$ cat src/rtl/lane_mac_pkg.sv
package lane_mac_pkg;
    parameter int WORD_W = 32;
    parameter int BYTE_W = 8;
    parameter int TAPS   = 3;
    parameter int SGN_W  = 2;

    typedef struct packed {
        logic              vld;
        logic [WORD_W-1:0] lo;
        logic [WORD_W-1:0] hi;
    } lane_state_t;
endpackage

$ cat src/rtl/coef_unpack.sv
module coef_unpack #(
    parameter int WORD_W = 32,
    parameter int BYTE_W = 8,
    parameter int TAPS   = 3,
    parameter int SGN_W  = 2
) (
    input  logic [WORD_W-1:0]               word_i,
    output logic [TAPS*(BYTE_W+SGN_W)-1:0]  taps_o
);
    localparam int CW       = BYTE_W + SGN_W;
    localparam int SGN_BASE = WORD_W - BYTE_W;

    // the sign field is the tap MSB pair, so the 10-bit value is already signed
    for (genvar p = 0; p < TAPS; p++) begin : g_tap
        assign taps_o[p*CW +: CW] = {word_i[SGN_BASE + SGN_W*p +: SGN_W],
                                     word_i[BYTE_W*p +: BYTE_W]};
    end
endmodule

$ cat src/rtl/pixel_router.sv
module pixel_router #(
    parameter int WORD_W = 32,
    parameter int BYTE_W = 8,
    parameter int TAPS   = 3
) (
    input  logic [WORD_W-1:0]      p0_i,
    input  logic [WORD_W-1:0]      p1_i,
    input  logic                   horiz_i,
    input  logic                   upper_i,
    output logic [TAPS*BYTE_W-1:0] tri_a_o,
    output logic [TAPS*BYTE_W-1:0] tri_b_o
);
    // byte n of a pixel word
    function automatic logic [BYTE_W-1:0] bsel(input logic [WORD_W-1:0] w, input int n);
        return w[n*BYTE_W +: BYTE_W];
    endfunction

    // triples are packed with tap 0 in the low byte
    always_comb begin
        unique case ({horiz_i, upper_i})
            2'b00: begin
                tri_a_o = {bsel(p1_i, 3), bsel(p1_i, 2), bsel(p0_i, 3)};
                tri_b_o = {bsel(p1_i, 1), bsel(p1_i, 0), bsel(p0_i, 1)};
            end
            2'b01: begin
                tri_a_o = {bsel(p1_i, 2), bsel(p0_i, 3), bsel(p0_i, 2)};
                tri_b_o = {bsel(p1_i, 0), bsel(p0_i, 1), bsel(p0_i, 0)};
            end
            2'b10: begin
                tri_a_o = {bsel(p0_i, 3), bsel(p1_i, 1), bsel(p1_i, 3)};
                tri_b_o = {bsel(p0_i, 2), bsel(p1_i, 0), bsel(p1_i, 2)};
            end
            default: begin
                tri_a_o = {bsel(p0_i, 1), bsel(p0_i, 3), bsel(p1_i, 1)};
                tri_b_o = {bsel(p0_i, 0), bsel(p0_i, 2), bsel(p1_i, 0)};
            end
        endcase
    end
endmodule

$ cat src/rtl/dot3.sv
module dot3 #(
    parameter int WORD_W = 32,
    parameter int BYTE_W = 8,
    parameter int TAPS   = 3,
    parameter int SGN_W  = 2
) (
    input  logic [TAPS*BYTE_W-1:0]          px_i,
    input  logic [TAPS*(BYTE_W+SGN_W)-1:0]  cf_i,
    output logic [WORD_W-1:0]               sum_o
);
    localparam int CW = BYTE_W + SGN_W;
    localparam int PW = BYTE_W + 1 + CW;

    logic [WORD_W-1:0] term [TAPS];

    for (genvar k = 0; k < TAPS; k++) begin : g_mul
        logic signed [PW-1:0] a_ext, c_ext, prod;
        assign a_ext = {{(PW-BYTE_W){1'b0}}, px_i[k*BYTE_W +: BYTE_W]};
        assign c_ext = {{(PW-CW){cf_i[k*CW + CW-1]}}, cf_i[k*CW +: CW]};
        assign prod  = a_ext * c_ext;
        assign term[k] = {{(WORD_W-PW){prod[PW-1]}}, prod};
    end

    always_comb begin
        sum_o = '0;
        for (int k = 0; k < TAPS; k++) sum_o = sum_o + term[k];
    end
endmodule

$ cat src/rtl/lane_mac_top.sv
module lane_mac_top
    import lane_mac_pkg::*;
(
    input  logic              clk,
    input  logic              rst,
    input  logic              in_valid,
    input  logic [WORD_W-1:0] pix_lo,
    input  logic [WORD_W-1:0] pix_hi,
    input  logic [WORD_W-1:0] coef_lo,
    input  logic [WORD_W-1:0] coef_hi,
    input  logic [1:0]        sel,
    input  logic              horiz,
    input  logic              accum,
    output logic              out_valid,
    output logic [WORD_W-1:0] res_lo,
    output logic [WORD_W-1:0] res_hi
);
    localparam int CW  = BYTE_W + SGN_W;
    localparam int TBW = TAPS * BYTE_W;
    localparam int TCW = TAPS * CW;

    logic [TCW-1:0]    k0, k1, short_cf;
    logic [TBW-1:0]    tri_a, tri_b, short_px;
    logic [WORD_W-1:0] ak1, bk0, short_sum, long_sum, lo_sum, hi_sum;
    lane_state_t       st_d, st_q;

    coef_unpack #(.WORD_W(WORD_W), .BYTE_W(BYTE_W), .TAPS(TAPS), .SGN_W(SGN_W))
        i_unpack0 (.word_i(coef_lo), .taps_o(k0));
    coef_unpack #(.WORD_W(WORD_W), .BYTE_W(BYTE_W), .TAPS(TAPS), .SGN_W(SGN_W))
        i_unpack1 (.word_i(coef_hi), .taps_o(k1));

    pixel_router #(.WORD_W(WORD_W), .BYTE_W(BYTE_W), .TAPS(TAPS))
        i_route (.p0_i(pix_lo), .p1_i(pix_hi), .horiz_i(horiz), .upper_i(sel[1]),
                 .tri_a_o(tri_a), .tri_b_o(tri_b));

    // the long sum is the same for both parities; only the short one moves
    assign short_px = sel[0] ? tri_a : tri_b;
    assign short_cf = sel[0] ? k0    : k1;

    dot3 #(.WORD_W(WORD_W), .BYTE_W(BYTE_W), .TAPS(TAPS), .SGN_W(SGN_W))
        i_dot_ak1 (.px_i(tri_a), .cf_i(k1), .sum_o(ak1));
    dot3 #(.WORD_W(WORD_W), .BYTE_W(BYTE_W), .TAPS(TAPS), .SGN_W(SGN_W))
        i_dot_bk0 (.px_i(tri_b), .cf_i(k0), .sum_o(bk0));
    dot3 #(.WORD_W(WORD_W), .BYTE_W(BYTE_W), .TAPS(TAPS), .SGN_W(SGN_W))
        i_dot_short (.px_i(short_px), .cf_i(short_cf), .sum_o(short_sum));

    assign long_sum = ak1 + bk0;
    assign lo_sum   = sel[0] ? long_sum  : short_sum;
    assign hi_sum   = sel[0] ? short_sum : long_sum;

    always_comb begin
        st_d     = st_q;
        st_d.vld = in_valid;
        if (in_valid) begin
            st_d.lo = accum ? st_q.lo + lo_sum : lo_sum;
            st_d.hi = accum ? st_q.hi + hi_sum : hi_sum;
        end
    end

    always_ff @(posedge clk) begin
        if (rst) st_q <= '0;
        else     st_q <= st_d;
    end

    assign out_valid = st_q.vld;
    assign res_lo    = st_q.lo;
    assign res_hi    = st_q.hi;
endmodule

$ cat config.mk
export PLATFORM = sky130hd
export DESIGN_NAME = lane_mac_top
export DESIGN_NICKNAME = d
export VERILOG_FILES = /design/src/rtl/lane_mac_pkg.sv /design/src/rtl/coef_unpack.sv /design/src/rtl/pixel_router.sv /design/src/rtl/dot3.sv /design/src/rtl/lane_mac_top.sv
export SDC_FILE = /design/constraint.sdc
export NUM_CORES = 2
export LEC_CHECK = 0
export BUFFER_PORTS_ARGS = -buffer_cell sky130_fd_sc_hd__buf_2
export CAP_MARGIN = 0
export CORE_MARGIN = 2
export CORE_UTILIZATION = 50
export CTS_BUF_LIST = sky130_fd_sc_hd__clkbuf_8
export DETAILED_ROUTE_END_ITERATION = 8
export PLACE_DENSITY = 0.64
export SLEW_MARGIN = 20
export SYNTH_ARGS = -nofsm -noshare
export SYNTH_HDL_FRONTEND = slang
export SYNTH_SLANG_ARGS = --single-unit
$ cat constraint.sdc
create_clock -name clk -period 30.1 [get_ports clk]
set_clock_uncertainty 0.2 [all_clocks]
set_input_delay 1.505 -clock clk [delete_from_list [all_inputs] [get_ports clk]]
set_output_delay 1.505 -clock clk [all_outputs]
set_load 0.05 [all_outputs]
# Word-level counts from Yosys, hierarchy flattened
# Index checks and enable logic that the tools add are counted.
# word_totals
in_bits	135
output_inout_bits	65
reg_bits	65
word_cells	32
# classes
reduce_logical	1
n_mux	8
multipliers	9
n_addsub	9
eq_ne	2
# op_table
cell	n
32-bit adder	6
9-bit by 10-bit multiplier with 19-bit output	9
24-bit one-hot mux with 3 select lines	2
32-bit 2-to-1 mux	4
19-bit by 19-bit adder with 20-bit output	3
30-bit 2-to-1 mux	1
24-bit 2-to-1 mux	1
2-bit by 1-bit equality test with 1-bit output, second input constant	1
2-bit equality test, second input constant	1
2-bit logical NOT	1

# Longest topological paths before layout
# depth
depth_word	9
ltp_mapped	51
depth_no_buf	47

# Cells and area by module
# From an unflattened synthesis, not the netlist that was laid out.
# hier_totals
cells_unflattened	5050
hier_area_um2	42714.7
# by_module_without_submodules
mod	area_per_inst_um2	seq_area_each_um2	instances	cells_each
dot3 at i_dot_ak1	10687.8	0.0	1	1228
dot3 at i_dot_short	10631.4	0.0	1	1226
dot3 at i_dot_bk0	10503.8	0.0	1	1211
lane_mac_top	9290.2	1301.2	1	1233
pixel_router	1151.1	0.0	1	92
coef_unpack	225.2	0.0	2	30

# Least setup slack after synthesis
# OpenSTA, ideal clock, no wires.
# synth_timing
kind	in2reg
startpoint	in sel[1]
endpoint	reg st_q, in the netlist res_hi[31]
arrival_ps	12722
path_buffers	4
required_time_ps	29769
path_stages	43
slack_ps	17047
setup_ps	131
cell_sequence	clkbuf_1 clkbuf_1 clkbuf_1 mux4_2 clkbuf_1 and2_1 fa_1 inv_1 fa_1 fa_1 inv_1 fa_1 fa_1 inv_1 fa_1 inv_1 ha_1 or3_1 [7 not listed] fa_1 ha_1 and3_1 nor2b_1 a31o_2 a311oi_2 xnor2_1 nor2_1 a21o_1 ha_1 and2_1 or4_1 o22ai_1 o21ai_1 a311oi_1 nor4bb_1 a2111oi_0 nand2_1
# synth_between
elab_chain_len	9
elab_cells_between_ends	25
cone_classes	add/sub (8); mul (9); eq/ne (2); mux (5); reduce/logical (1)
# synth_lines
item	line_no	rtl
start, declared	lane_mac_top.sv:11	input logic [1:0] sel,
2-bit equality test, or another cell as far along	pixel_router.sv:20	unique case ({horiz_i, upper_i})
24-bit one-hot mux with 3 select lines	pixel_router.sv:20	
9-bit by 10-bit multiplier with 19-bit output or 24-bit 2-to-1 mux (tied branches)	dot3.sv:20, lane_mac_top.sv:37	
19-bit by 19-bit adder with 20-bit output or 9-bit by 10-bit multiplier with 19-bit output (tied branches)	dot3.sv:26, dot3.sv:20	
32-bit adder or 19-bit by 19-bit adder with 20-bit output (tied branches)	dot3.sv:26	for (int k = 0; k < TAPS; k++) sum_o = sum_o + term[k];
32-bit adder, on equally long branches	lane_mac_top.sv:47, dot3.sv:26	
32-bit 2-to-1 mux *	lane_mac_top.sv:49	assign hi_sum = sel[0] ? short_sum : long_sum;
32-bit adder	lane_mac_top.sv:56	st_d.hi = accum ? st_q.hi + hi_sum : hi_sum;
32-bit 2-to-1 mux *	lane_mac_top.sv:56	
end signal, assigned	lane_mac_top.sv:62	else st_q <= st_d;
end, declared	lane_mac_top.sv:25	lane_state_t st_d, st_q;
# Mark *: on every way between the ends. The rest lies on a longest branch, timed or not.
# A chain may end at the register's enable or synchronous reset.

# Worst setup path after layout
# layout_timing
startpoint	in horiz
endpoint	reg st_q, in the netlist res_hi[31]
# layout_between
elab_chain_len	9
elab_cells_between_ends	25
cone_classes	add/sub (8); mul (9); eq/ne (2); mux (5); reduce/logical (1)
# layout_lines
item	line_no	rtl
start, declared	lane_mac_top.sv:12	input logic horiz,
2-bit equality test, or another cell as far along	pixel_router.sv:20	
24-bit one-hot mux with 3 select lines	pixel_router.sv:20	
9-bit by 10-bit multiplier with 19-bit output or 24-bit 2-to-1 mux (tied branches)	dot3.sv:20, lane_mac_top.sv:37	
19-bit by 19-bit adder with 20-bit output or 9-bit by 10-bit multiplier with 19-bit output (tied branches)	dot3.sv:26, dot3.sv:20	
32-bit adder or 19-bit by 19-bit adder with 20-bit output (tied branches)	dot3.sv:26	
32-bit adder, on equally long branches	lane_mac_top.sv:47, dot3.sv:26	
32-bit 2-to-1 mux *	lane_mac_top.sv:49	
32-bit adder	lane_mac_top.sv:56	
32-bit 2-to-1 mux *	lane_mac_top.sv:56	
# Marked as above.

==> impl_results.md <==
- Syn. warnings: 0
- Crit path DAT: about 15 ns
- Port Buffers: 195
- Fraction of layout cells with a size suffix above 1: 0.07853
- Detailed Route WL: approximately 110 mm
- Synth async-reset ratio: 0
- Die width: 284.5 µm
- Root buffer cell: clkbuf_8
- Distinct cells, synth: a little over 80
- Synth top area cells: fa_1, ha_1, inv_1
- Ports: 200
- Critical setup path kind: input pin to flip-flop
- Nets: around 6000
- Starting Density: 0.5061
- Met3 Use GR: 0.02793
- DIE AREA: roughly 81000 µm²
- # DRC: 0
- CTS Buf Count: 9
- Largest net degree at the start of global routing: 83
- Post-layout minimum cycle time: roughly 14 ns
- Seq cells post-synth: between 60 and 70
- Placer Congestion: ~0.95
- Reg2Reg Depth: 12
- Worst R2R Start: res_hi[0]$_SDFFE_PP0P_
- Hold_buf cts: 0
- Met1 Usage GRT: 0.3706
- Worst setup SP type: input pin
- Synth top area share: 0.3751
- CP max FO: between 40 and 50
- Worst relative slew slack: 0.2677
- Die Y: ~280 µm
- Synth top cells by count: inv_1, fa_1, nand2_1
- Worst setup path endpoint: res_hi[31]$_SDFFE_PP0P_
- Post CTS Setup Buffer Count: 0
- Sequential area share after synthesis: 0.03308
- Area leader, netlist: fa_1
- Vias in the first global route: roughly 31000
- Post-DP HPWL: just over 90 mm
- DR iter-0 viols: 1669
- Post-synth top flop: dfxtp_1
- Worst-margin pin slew: roughly 1.1 ns
- Via density: 5.416
- Syn Inst Count: approximately 4600
- Max Clk Rate: 0.06902 GHz
- Global route hottest layer: met2
- HP Class: flip-flop to flip-flop
- Clock Pin Slew Worst Setup and Hold Paths: approximately 0.08 ns
- Antenna Nets Post-Route: 0
- CTS tree: yes
- H-tree levels: 3
- Bufs and invs on worst path: 5
- CP most frequent cell: fa_1
- Worst R2R Setup Slack: 26.28 ns
- Initial antenna violation count: 7
- Final hold vios: 0
- CP top delay family: compound AO/OA/AOI/OAI gates
- Std-Cell Rows: 102
- Longest Clk Path Bufs: 2
- Via count: 30750
- Post-synth EDFFs: 0
- Period utilisation layout: 0.4813
- Status: finished, final reports clean
- Setup TNS: 0 ns
- 1st-pass router iterations: 5
- Fin. max-slew vios: 0
- Synthesized area: 39330 µm²
- Reg-to-reg endpoint: res_hi[30]$_SDFFE_PP0P_
- GR Util met2: 0.4498
- Max stage delay on crit path: around 0.9 ns
- Crit path required time: roughly 30 ns
- CP Launch Point: horiz
- Crit. path cell count: 42
- First-pass GRT wire length: around 170 mm
- Max capacitance violation total: 0
- Slowest-stage cell, CP: a21oi_1
- Worst-Skew Late Latency: roughly 0.37 ns
- Total grt overflow: 0
- Setup violators final: 0
- Core ar.: just under 80000 µm²
- Tot GR Track Use: 0.2661
- Mapped Nets: just under 6000
- RSZ-0062 raised after global routing: false
- Synthesized area per cell: around 8.6 µm²
- # clock sinks: 65
- Most common cell in the synthesized netlist: inv_1
- Synthesis-to-finish area growth: 5.274%
- CTS resizes: 0
- Wire per inst: 18.52 µm
- Crit end category: flip-flop
[cell type report]
| class | instances | area (µm²) |
|---|---|---|
| diodes | 3 | 7.507 |
| flip-flops and latches | 65 | 1301 |
| well taps | 1040 | 1301 |
| repair buffers | 223 | 1191 |
| fillers | 7330 | 36320 |
| clock inverters | 4 | 43.79 |
| clock buffers | 11 | 151.4 |
| inverters | 993 | 3727 |
| multi-input cells | 3339 | 33680 |
[tightest hold or removal path, cell delays in order, from the launching register on]
cell and delay [ns]:
dfxtp_1 0.33, nand2b_1 0.07, a21oi_1 0.05
[worst min-delay path by stage]
stage                            start                 endpoint  depth (start not counted)
6_report       res_lo[16]$_SDFFE_PP0P_  res_lo[16]$_SDFFE_PP0P_                          2
5_1_grt        res_lo[16]$_SDFFE_PP0P_  res_lo[16]$_SDFFE_PP0P_                          2
4_1_cts        res_lo[16]$_SDFFE_PP0P_  res_lo[16]$_SDFFE_PP0P_                          2
3_5_place_dp   res_lo[16]$_SDFFE_PP0P_  res_lo[16]$_SDFFE_PP0P_                          2
3_3_place_gp   res_lo[16]$_SDFFE_PP0P_  res_lo[16]$_SDFFE_PP0P_                          2
2_1_floorplan   res_hi[0]$_SDFFE_PP0P_   res_hi[0]$_SDFFE_PP0P_                          2
[stage by stage]
| step | worst slack, ns | cells | instance area (µm²) | utilization | hold slack (ns) |
|---|---|---|---|---|---|
| after floorplan | 17.05 | 4560 | 39330 | - | 0.5051 |
| after global placement | 15.37 | 5660 | 41200 | 0.5301 | 0.2770 |
| after detailed placement | 15.24 | 5660 | 41200 | 0.5301 | 0.2869 |
| after CTS | 15.62 | 5675 | 41400 | 0.5326 | 0.2974 |
| after global routing | 14.76 | 5676 | 41400 | 0.5327 | 0.3110 |
| final | 15.61 | 5678 | 41410 | 0.5327 | 0.2943 |
[metal layers]
metal	routed length, µm	part of all wire
met1	47120	0.45
met2	49830	0.47
met3	6010	0.057
met4	2202	0.021
met5	15	0.00014
[cells by family (layout without fill, tap and decap cells)]
family	after synthesis	count (layout)	synth area share
AO/OA/AOI/OAI	591	591	0.09986
XOR/XNOR	211	211	0.04699
other	0	3	0
flip-flops	65	65	0.03308
adder cells (fa/ha/maj)	1171	1171	0.5132
buffers and inverters	1156	1231	0.1106
AND/OR/NAND/NOR	1216	1216	0.1461
multiplexers	150	150	0.05017
[layout by cell type (no fill, tap or decap), types with 18 or more instances in the layout]
cell / count
fa_1: 737
and3_1: 18
o21bai_1: 30
dfxtp_1: 65
a21o_1: 73
nor2b_1: 62
inv_1: 993
nand2_1: 458
a311oi_1: 20
buf_2: 193
nor3_1: 32
o21ai_0: 88
nand3_1: 37
mux2i_1: 67
a21oi_1: 189
mux2_2: 49
buf_4: 30
and2_1: 231
mux4_2: 32
xor2_1: 60
a31oi_1: 19
xnor2_1: 151
nand2b_1: 39
nor2_1: 271
ha_1: 434
a211oi_1: 37
[sequential cells by signal, summed over array words and instances, names as in the netlist]
name	count
res_hi	32
res_lo	32
out_valid	1
Power is not shown: default switching activity piles up to over one toggle a cycle in this logic, so the estimate is an artifact.
